[config.mk]
export PLATFORM = sky130hd
export DESIGN_NAME = lic_regfile
export DESIGN_NICKNAME = d
export VERILOG_FILES = /design/src/rtl/lic_pkg.sv /design/src/rtl/lic_decode.sv /design/src/rtl/lic_policy.sv /design/src/rtl/lic_esr_arm.sv /design/src/rtl/lic_regfile.sv
export SDC_FILE = /design/constraint.sdc
export NUM_CORES = 1
export LEC_CHECK = 0
export ABC_CLOCK_PERIOD_IN_PS = 17400
export CORE_MARGIN = 1
export CORE_UTILIZATION = 31
export DETAILED_ROUTE_END_ITERATION = 7
export PLACE_DENSITY_LB_ADDON = 0.05
export SYNTH_ARGS = -nofsm -noshare
export SYNTH_HDL_FRONTEND = slang
export SYNTH_SLANG_ARGS = --single-unit
export TNS_END_PERCENT = 10
[constraint.sdc]
create_clock -name clk -period 17.4 [get_ports clk]
set_clock_uncertainty 0.05 [all_clocks]
set_input_delay 3.48 -clock clk [delete_from_list [all_inputs] [get_ports clk]]
set_output_delay 3.48 -clock clk [all_outputs]
set_load 0.01 [all_outputs]
[src/rtl/lic_pkg.sv]
package lic_pkg;
  localparam int WIN_AW = 12;
  localparam int DW     = 32;
  localparam int NBYTE  = DW / 8;
  localparam int SH_W   = $clog2(NBYTE);
  localparam int NLVT   = 6;
  localparam int NREG   = 16;
  localparam int IDX_W  = $clog2(NREG);

  typedef enum logic [IDX_W-1:0] {
    RI_ID, RI_VER, RI_TPR, RI_LDR, RI_DFR, RI_SVR, RI_ESR,
    RI_LVT0, RI_LVT1, RI_LVT2, RI_LVT3, RI_LVT4, RI_LVT5,
    RI_INIT, RI_CUR, RI_DIV
  } reg_idx_e;

  localparam logic [DW-1:0] LVT_RO_MASK = 32'h0000_5000;
  localparam logic [DW-1:0] DFR_ONES    = 32'h0FFF_FFFF;
  localparam logic [DW-1:0] LDR_KEEP    = 32'hFF00_0000;
  localparam logic [DW-1:0] BYTE0_KEEP  = 32'h0000_00FF;
  localparam logic [DW-1:0] DIV_KEEP    = 32'h0000_000B;
endpackage

[src/rtl/lic_decode.sv]
module lic_decode
  import lic_pkg::*;
(
  input  logic [WIN_AW-1:0] addr,
  input  logic [NBYTE-1:0]  be,
  output reg_idx_e          idx,
  output logic              legal,
  output logic [SH_W-1:0]   shift,
  output logic [NBYTE-1:0]  lane_mask
);
  localparam int LANE_W = 2 * NBYTE - 1;

  logic [WIN_AW-5:0] slot;
  logic              hit;
  logic [LANE_W-1:0] lanes;

  assign slot  = addr[WIN_AW-1:4];
  assign shift = addr[SH_W-1:0];
  assign lanes = {{(LANE_W-NBYTE){1'b0}}, be} << shift;
  assign lane_mask = lanes[NBYTE-1:0];

  always_comb begin
    hit = 1'b1;
    idx = RI_ID;
    case (slot)
      8'h02: idx = RI_ID;
      8'h03: idx = RI_VER;
      8'h08: idx = RI_TPR;
      8'h0D: idx = RI_LDR;
      8'h0E: idx = RI_DFR;
      8'h0F: idx = RI_SVR;
      8'h28: idx = RI_ESR;
      8'h32, 8'h33, 8'h34, 8'h35, 8'h36, 8'h37:
        idx = reg_idx_e'(IDX_W'(slot[2:0]) + IDX_W'(5));
      8'h38: idx = RI_INIT;
      8'h39: idx = RI_CUR;
      8'h3E: idx = RI_DIV;
      default: hit = 1'b0;
    endcase
  end

  assign legal = hit && (addr[3:SH_W] == '0) && (lanes[LANE_W-1:NBYTE] == '0);
endmodule

[src/rtl/lic_policy.sv]
module lic_policy
  import lic_pkg::*;
(
  input  reg_idx_e        idx,
  input  logic [DW-1:0]   old_val,
  input  logic [DW-1:0]   merged,
  input  logic            armed,
  output logic [DW-1:0]   new_val
);
  always_comb begin
    new_val = merged;
    case (idx)
      RI_ID, RI_TPR: new_val = merged & BYTE0_KEEP;
      RI_VER, RI_CUR: new_val = old_val;
      RI_LDR:        new_val = merged & LDR_KEEP;
      RI_DFR:        new_val = merged | DFR_ONES;
      RI_ESR:        new_val = armed ? '0 : old_val;
      RI_LVT0, RI_LVT1, RI_LVT2, RI_LVT3, RI_LVT4, RI_LVT5:
        new_val = (merged & ~LVT_RO_MASK) | (old_val & LVT_RO_MASK);
      RI_DIV:        new_val = merged & DIV_KEEP;
      default:       new_val = merged;
    endcase
  end
endmodule

[src/rtl/lic_esr_arm.sv]
module lic_esr_arm (
  input  logic clk,
  input  logic srst_n,
  input  logic wr_hit,
  input  logic rd_hit,
  output logic armed
);
  logic arm_d, arm_q;

  always_comb begin
    arm_d = arm_q;
    if (wr_hit)      arm_d = ~arm_q;
    else if (rd_hit) arm_d = 1'b0;
  end

  always_ff @(posedge clk or negedge srst_n) begin
    if (!srst_n) arm_q <= 1'b0;
    else         arm_q <= arm_d;
  end

  assign armed = arm_q;
endmodule

[src/rtl/lic_regfile.sv]
module lic_regfile
  import lic_pkg::*;
#(
  parameter logic [31:0] VERSION  = 32'h0005_0014,
  parameter logic [31:0] LVT_INIT = 32'h0001_4000
) (
  input  logic              clk,
  input  logic              rst_n,
  input  logic              acc_valid,
  input  logic              acc_write,
  input  logic [WIN_AW-1:0] acc_addr,
  input  logic [NBYTE-1:0]  acc_be,
  input  logic [DW-1:0]     acc_wdata,
  output logic [DW-1:0]     acc_rdata,
  output logic              acc_err,
  output logic              sw_enable,
  output logic              esr_armed
);
  logic [1:0] rsync_q;
  logic       srst_n;

  always_ff @(posedge clk or negedge rst_n) begin
    if (!rst_n) rsync_q <= 2'b00;
    else        rsync_q <= {rsync_q[0], 1'b1};
  end
  assign srst_n = rsync_q[1];

  reg_idx_e          idx;
  logic              legal;
  logic [SH_W-1:0]   shift;
  logic [NBYTE-1:0]  lane_mask;

  lic_decode u_dec (
    .addr(acc_addr), .be(acc_be), .idx(idx), .legal(legal),
    .shift(shift), .lane_mask(lane_mask)
  );

  logic acc_ok, wr_ok, rd_ok, bad;
  assign acc_ok = acc_valid && legal;
  assign wr_ok  = acc_ok && acc_write;
  assign rd_ok  = acc_ok && !acc_write;
  assign bad    = acc_valid && !legal;

  logic [DW-1:0] regs_q [NREG];
  logic [DW-1:0] regs_d [NREG];
  logic [DW-1:0] old_val, wdata_al, merged, new_val;

  assign old_val  = regs_q[idx];
  assign wdata_al = acc_wdata << {shift, 3'b000};

  for (genvar b = 0; b < NBYTE; b++) begin : g_merge
    assign merged[8*b +: 8] = lane_mask[b] ? wdata_al[8*b +: 8] : old_val[8*b +: 8];
  end

  lic_policy u_pol (
    .idx(idx), .old_val(old_val), .merged(merged),
    .armed(esr_armed), .new_val(new_val)
  );

  lic_esr_arm u_arm (
    .clk(clk), .srst_n(srst_n),
    .wr_hit(wr_ok && (idx == RI_ESR)),
    .rd_hit(rd_ok && (idx == RI_ESR)),
    .armed(esr_armed)
  );

  function automatic logic [DW-1:0] init_val(input int k);
    if (k == int'(RI_VER))                               return VERSION;
    if (k == int'(RI_DFR))                               return '1;
    if (k >= int'(RI_LVT0) && k < int'(RI_LVT0) + NLVT) return LVT_INIT;
    return '0;
  endfunction

  always_comb begin
    for (int k = 0; k < NREG; k++) regs_d[k] = regs_q[k];
    if (wr_ok) regs_d[idx] = new_val;
  end

  always_ff @(posedge clk or negedge srst_n) begin
    if (!srst_n) begin
      for (int k = 0; k < NREG; k++) regs_q[k] <= init_val(k);
    end else begin
      for (int k = 0; k < NREG; k++) regs_q[k] <= regs_d[k];
    end
  end

  logic          swen_d, swen_q, err_d, err_q;
  logic [DW-1:0] rdata_d, rdata_q;

  always_comb begin
    swen_d  = swen_q;
    if (wr_ok && (idx == RI_SVR)) swen_d = merged[8];
    rdata_d = rd_ok ? (old_val >> {shift, 3'b000}) : '0;
    err_d   = bad;
  end

  always_ff @(posedge clk or negedge srst_n) begin
    if (!srst_n) begin
      swen_q  <= 1'b0;
      err_q   <= 1'b0;
      rdata_q <= '0;
    end else begin
      swen_q  <= swen_d;
      err_q   <= err_d;
      rdata_q <= rdata_d;
    end
  end

  assign acc_rdata = rdata_q;
  assign acc_err   = err_q;
  assign sw_enable = swen_q;
endmodule

# Yosys cells after proc, flatten, opt, wreduce, memory -nomap -nowiden

Cells that the tools add are included.

Register bits after elaboration: 549

Add/sub/neg operators: 1
$lt $le $gt $ge: 2
Equality and inequality tests: 30
Shift operators: 3
Mux-type cells: 17
Bitwise gates (word level): 3
Reduce and logical (&&, ||, !) cells: 21

Operator list:

| kind                | number |
|---|---|
| $bwmux 512          | 1 |
| $pmux 32 s7         | 1 |
| $mux 32             | 5 |
| $bmux 32 s4         | 1 |
| $demux 32 s4        | 1 |
| $eq 8x6->1 const B  | 10 |
| $pmux 4 s10         | 1 |
| $eq 8x4->1 const B  | 4 |
| $mux 8              | 4 |
| $or 32x15->32       | 1 |
| $shl 32x5->32       | 1 |
| $shr 32x5->32       | 1 |
| $eq 4x4->1 const B  | 7 |
| $eq 4x3->1 const B  | 4 |
| $eq 8x2->1 const B  | 2 |
| $reduce_or 16->1    | 1 |
| $reduce_or 6->1     | 2 |
| $logic_and 1x1->1   | 10 |
| $eq 4x2->1 const B  | 2 |
| $shl 4x2->7         | 1 |
| $ge 5x5->1 const B  | 1 |
| $lt 5x1->1 const B  | 1 |
| $not 4->5           | 1 |
| $add 3x3->4 const B | 1 |
| 9 further kinds     | 13 |

# Longest topological paths before layout

Depth after elaboration: 11
Depth in mapped cells: 13
Gate-level depth less buffers: 10

# By module

From an unflattened synthesis, not the netlist that was laid out.

Cells, all modules: 1,850
Area total of the unflattened synthesis: 26,590.5 µm²

By module, submodules not included:

| module      | instances | cells an instance | area an instance (µm²) |
|---|---|---|---|
| lic_regfile | 1         | 1,717             | 25,489.4 |
| lic_policy  | 1         | 71                | 634.4 |
| lic_decode  | 1         | 59                | 422.9 |
| lic_esr_arm | 1         | 3                 | 43.8 |

# Worst setup path after synthesis

OpenSTA, ideal clock, no wires.

Path type: input to register
From: input port acc_addr[4]
To: register regs_q[0] in the netlist's numbering
Data arrival time: 6.085 ns
Required time: 17.224 ns
Slack: 11.139 ns
Cell stages on the path: 13
Buffers on the path: 3
Cells stage by stage: inv_1 ha_1 nor2_1 a2111oi_2 or4b_1 buf_4 nor3_1 buf_2 a22oi_1 and4_1 a32oi_1 buf_2 a21oi_1

Longest elaborated chain between the ends: 11
Elaborated cells on any way between the ends: 56

RTL lines:

| item                                       | line                                 | RTL |
|---|---|---|
| start: declaration                         | lic_regfile.sv:11                    | `input logic [WIN_AW-1:0] acc_addr,` |
| $eq 8x6->1                                 | lic_decode.sv:25                     | `case (slot)` |
| $reduce_or 6->1                            | --                                   |  |
| $pmux 4 s10                                | lic_decode.sv:25                     |  |
| $not 4->5 (implied by the code)            | lic_regfile.sv:48, lic_regfile.sv:76 |  |
| $bmux 32 s4                                | lic_regfile.sv:48                    | `assign old_val = regs_q[idx];` |
| $mux 32 (implied by the code) (2 in a row) | lic_regfile.sv:48                    |  |
| $mux 8                                     | lic_regfile.sv:52                    | `assign merged[8*b +: 8] = lane_mask[b] ? wdata_al[8*b +: 8] : old_val[8*b +: 8];` |
| $or 32x15->32                              | lic_policy.sv:19                     | `new_val = (merged & ~LVT_RO_MASK) \| (old_val & LVT_RO_MASK);` |
| $pmux 32 s7                                | lic_policy.sv:12                     | `case (idx)` |
| $bwmux 512                                 | lic_regfile.sv:76                    | `if (wr_ok) regs_d[idx] = new_val;` |
| end: declaration                           | lic_regfile.sv:44                    | `logic [DW-1:0] regs_q [NREG];` |

Parallel ways exist; a longest one is shown, timed or not. The select of a mux whose other input is x is not followed.
A chain may end at the register's enable or synchronous reset.

# Worst setup path in the final report

From: input port acc_addr[4]
To: register regs_q[131] in the netlist's numbering

Same word-level chain as after synthesis.

==> run summary <==
The root buffer cell chosen for the clock tree is sky130_fd_sc_hd__clkbuf_16. The global-route congestion overflow total came out at 0. The number of diodes is 0. The die is 287 µm tall.

The floorplan die area came out at 0.0825 mm². The period utilization came out at 0.515. The tree built by TritonCTS fans out to 549 sinks. At the later pin of the worst-skew pair, clock insertion delay measures 600 ps.

STA classifies the critical path endpoint as a register. The floorplan step set the die width to 287 µm. The count of antenna-violating nets left after detailed routing is 0.

The via count of the first global-routing pass came to 17,400. The most area-hungry cell type in the Yosys netlist is sky130_fd_sc_hd__dfrtp_1. sky130_fd_sc_hd__dfrtp_1 is the most common cell in the netlist. The synthesized design contains 0 enable-type register cells. The depth of the worst register-to-register path is 2.

The count of routing violations after the opening detailed-route iteration came out at 1,197. The actual slew at the worst max-slew pin is 1260 ps. The detailed placer's ending HPWL is 53,100 µm.

The area of combinational cells with multiple inputs came out at 0.0104 mm². Entering global routing, the biggest net connects 74 pins. The worst hold path was traced through 0 stages. The net count of the finished layout is 2,211. The total count of hold-check failures in the final report is 0. The number of top-level pins is 87. In this run the most critical hold path is launched from rsync_q[0]. The register cell area after layout came out at 0.0138 mm². The area of the placeable core is 0.0805 mm². The proportion of register bits with asynchronous set or reset after synthesis came out at 1.00.

Synthesis instantiated 71 different standard cells from the library. The share of the Yosys chip area taken by registers is 0.547. The routability congestion estimate from global placement is 0.859. The cell area that synthesis handed to floorplanning was 0.0252 mm².

The count of hold buffers inserted by post-cts repair is 0. The quantity of gates resized following cts is 0. The synthesized area per cell is 11.6 µm². The total negative setup slack is 0 ps. STA puts the critical path data arrival time at 9330 ps. Max-cap violations in this run came to 0. The worst slew slack as a fraction of its limit came out at 0.160.

In the routed design, unresolved DRC markers number 0. The minimum period implied by the final worst setup slack came out at 8970 ps. The total power came out at 2840 µW. The number of buffers inserted by post-CTS setup repair is 0.

Relative to the synthesized area, the layout overhead comes to 15.3%. Yosys attributes the largest share of cell area to sky130_fd_sc_hd__dfrtp_1 50%, sky130_fd_sc_hd__mux2_2 9.8%, sky130_fd_sc_hd__mux2i_1 8.1%. The total of buffers placed on input and output ports came out at 86. Row generation in the floorplan step produced 104 rows. The required time of the critical path is 17,770 ps. The commonest cells after synthesis are 501 x sky130_fd_sc_hd__dfrtp_1, 220 x sky130_fd_sc_hd__mux2_2, 204 x sky130_fd_sc_hd__mux2i_1, 204 x sky130_fd_sc_hd__nand2_1, 132 x sky130_fd_sc_hd__nor2_1.

After detailed routing, the number of vias per cell comes to 5.20. The number of slew-limit violations in the final report came out at 0. Setup repair after global routing left no endpoint under its margin. The run finished with clean final reports. The startpoint identified for the worst register-to-register timing path is rsync_q[1]. The number of H-tree levels is 3. The total wire length after detailed routing came out at 88,600 µm.

The path class of the tightest hold or removal check is register to register. The number of register bits inferred by synthesis is 549. The maximum fanout along the worst path is 63. The power density relative to cell area came out at 97.6 mW/mm². The initial utilization of the core area, before any placement, comes to 0.313. The first-pass GRT wire length is 128,000 µm. TritonCTS built the clock tree. The routed layout has 17,000 vias. The layout cell share with drive strength beyond 1 is 0.242. Dividing the detail-routed wire length by the instance count gives 27.1 µm.

The highest clock frequency the design can meet is 0.112 GHz. The maximum number of buffers from clock root to sink came out at 3. After filler insertion, the fill cell instance count of the layout stands at 7,801. The Yosys warning count came out at 0.

The count of mapped cells out of synthesis came out at 2,172. The number of antenna violations at the first check in global routing came to 2. The number of setup violations in the final report is 0. The maximum VDD drop is 0.0545 mV. Tracing the worst setup path back leads to its startpoint at acc_addr[4]. The prevailing post-synth register cell is sky130_fd_sc_hd__dfrtp_1. The leakage dissipation is 0.0125 µW.

The worst setup path is of the input pin to register kind. The clock transition at the registers of the reported paths came out at 60 ps. The category of the worst setup path launch point is an input pin.

The total CTS buffers is 67. The number of nets handed over by synthesis was 2,228. The share of synthesized area in the top cell type comes to 0.497.

The count of TritonRoute iterations in the first routing pass came out at 7. The overall routing resource usage is 0.216.
==> cell type report <==
class,instances,share of cell area
Sequential cell,549,0.474
Tap cell,1060,0.0456
Multi-Input combinational cell,1379,0.359
Clock inverter,20,0.00637
Inverter,18,0.00232
Timing Repair Buffer,140,0.0433
Clock buffer,101,0.0690
==> metrics by stage <==
stage,cell area [µm²],utilization,worst slack (ps),hold slack [ps],instances
after floorplan,25200,-,999,281,2172
after global placement,26900,0.334,7960,285,3146
after detailed placement,26900,0.334,7900,285,3146
after CTS,29100,0.361,8500,298,3267
after global routing,29100,0.361,8040,319,3267
final,29100,0.361,8430,296,3267
==> cell usage in the layout, fill, tap and decap left out, types with 5 or more instances in the layout <==
cell / synthesis / layout
sky130_fd_sc_hd__o211ai_1: 9 / 9
sky130_fd_sc_hd__a21oi_4: 5 / 5
sky130_fd_sc_hd__dfstp_2: 48 / 48
sky130_fd_sc_hd__clkinv_2: 0 / 14
sky130_fd_sc_hd__clkdlybuf4s50_1: 0 / 84
sky130_fd_sc_hd__nand4_1: 32 / 32
sky130_fd_sc_hd__nor4_4: 1 / 5
sky130_fd_sc_hd__a32oi_1: 89 / 89
sky130_fd_sc_hd__nor2_1: 132 / 129
sky130_fd_sc_hd__o21ai_0: 22 / 22
sky130_fd_sc_hd__dfrtp_1: 501 / 500
sky130_fd_sc_hd__o22ai_2: 7 / 7
sky130_fd_sc_hd__a22oi_1: 42 / 42
sky130_fd_sc_hd__o221ai_2: 5 / 5
sky130_fd_sc_hd__nor3_1: 12 / 8
sky130_fd_sc_hd__a31o_2: 6 / 6
sky130_fd_sc_hd__or2_2: 30 / 30
sky130_fd_sc_hd__clkbuf_8: 0 / 16
sky130_fd_sc_hd__mux2i_1: 204 / 204
sky130_fd_sc_hd__and4_1: 8 / 8
sky130_fd_sc_hd__clkbuf_16: 0 / 69
sky130_fd_sc_hd__nand3_1: 16 / 16
sky130_fd_sc_hd__nand2b_1: 10 / 10
sky130_fd_sc_hd__mux2_2: 220 / 220
sky130_fd_sc_hd__a22o_1: 8 / 8
sky130_fd_sc_hd__clkbuf_1: 124 / 16
sky130_fd_sc_hd__buf_4: 22 / 55
sky130_fd_sc_hd__o21ai_2: 8 / 9
sky130_fd_sc_hd__inv_1: 18 / 18
sky130_fd_sc_hd__and2_1: 10 / 10
sky130_fd_sc_hd__o22ai_1: 14 / 14
sky130_fd_sc_hd__nand2_1: 204 / 204
sky130_fd_sc_hd__nor3_4: 2 / 9
sky130_fd_sc_hd__nor2b_1: 105 / 105
sky130_fd_sc_hd__a21oi_1: 102 / 102
sky130_fd_sc_hd__o21a_1: 12 / 12
==> metal layers <==
metal | vias to the layer above | routed length, µm | GRT usage
li1 | 7643 | - | -
met1 | 8802 | 43000 | 0.318
met2 | 454 | 39600 | 0.331
met3 | 105 | 4350 | 0.0318
met4 | 0 | 1560 | 0.0524
met5 | - | 0 | 0
==> final timing paths <==
kind / to / slack [ps]
max in group asynchronous: rsync_q[1] / 14170
max: regs_q[131] / 8430
min reg2reg: rsync_q[1] / 300
max reg2reg: regs_q[255] / 14540
min: rsync_q[1] / 300
min in group asynchronous: regs_q[489] / 360
==> worst max-delay path, cell delays in order <==
cell and delay [ps]:
sky130_fd_sc_hd__clkdlybuf4s50_1 500, sky130_fd_sc_hd__inv_1 130, sky130_fd_sc_hd__ha_1 220, sky130_fd_sc_hd__o21ai_1 160, sky130_fd_sc_hd__a2111o_1 520, sky130_fd_sc_hd__o211ai_4 90
sky130_fd_sc_hd__buf_4 810, sky130_fd_sc_hd__buf_4 900, sky130_fd_sc_hd__buf_4 800, sky130_fd_sc_hd__mux2i_1 270, sky130_fd_sc_hd__a22oi_1 120, sky130_fd_sc_hd__and4_1 270
sky130_fd_sc_hd__a32oi_1 760, sky130_fd_sc_hd__a21oi_1 150
==> report_power, final <==
group	leakage [µW]	switching [µW]	internal [µW]	total, µW
Clock	0.00109	558	841	1400
Sequential	0.00742	4.18	1280	1290
Combinational	0.00398	110	43.3	153
Total	0.0125	673	2170	2840
==> registers in the layout (all words and copies together), names as in the netlist <==
signal / cells
rsync_q: 2
sw_enable: 1
acc_rdata: 32
u_arm.armed: 1
acc_err: 1
regs_q: 512
==> logic make-up (layout without fill, tap and decap cells) <==
family	Yosys count	after routing	share of synthesized area
muxes	424	424	0.179
and+or+nand+nor	588	588	0.117
AOI/OAI and AO/OA	360	360	0.109
other	1	1	0.000149
DFF	549	549	0.547
adders and majority gates	4	4	0.00198
buffers and inverters	244	279	0.0449
xor gates and xnor gates	2	2	0.000695
(Power assumes the default switching activity.)
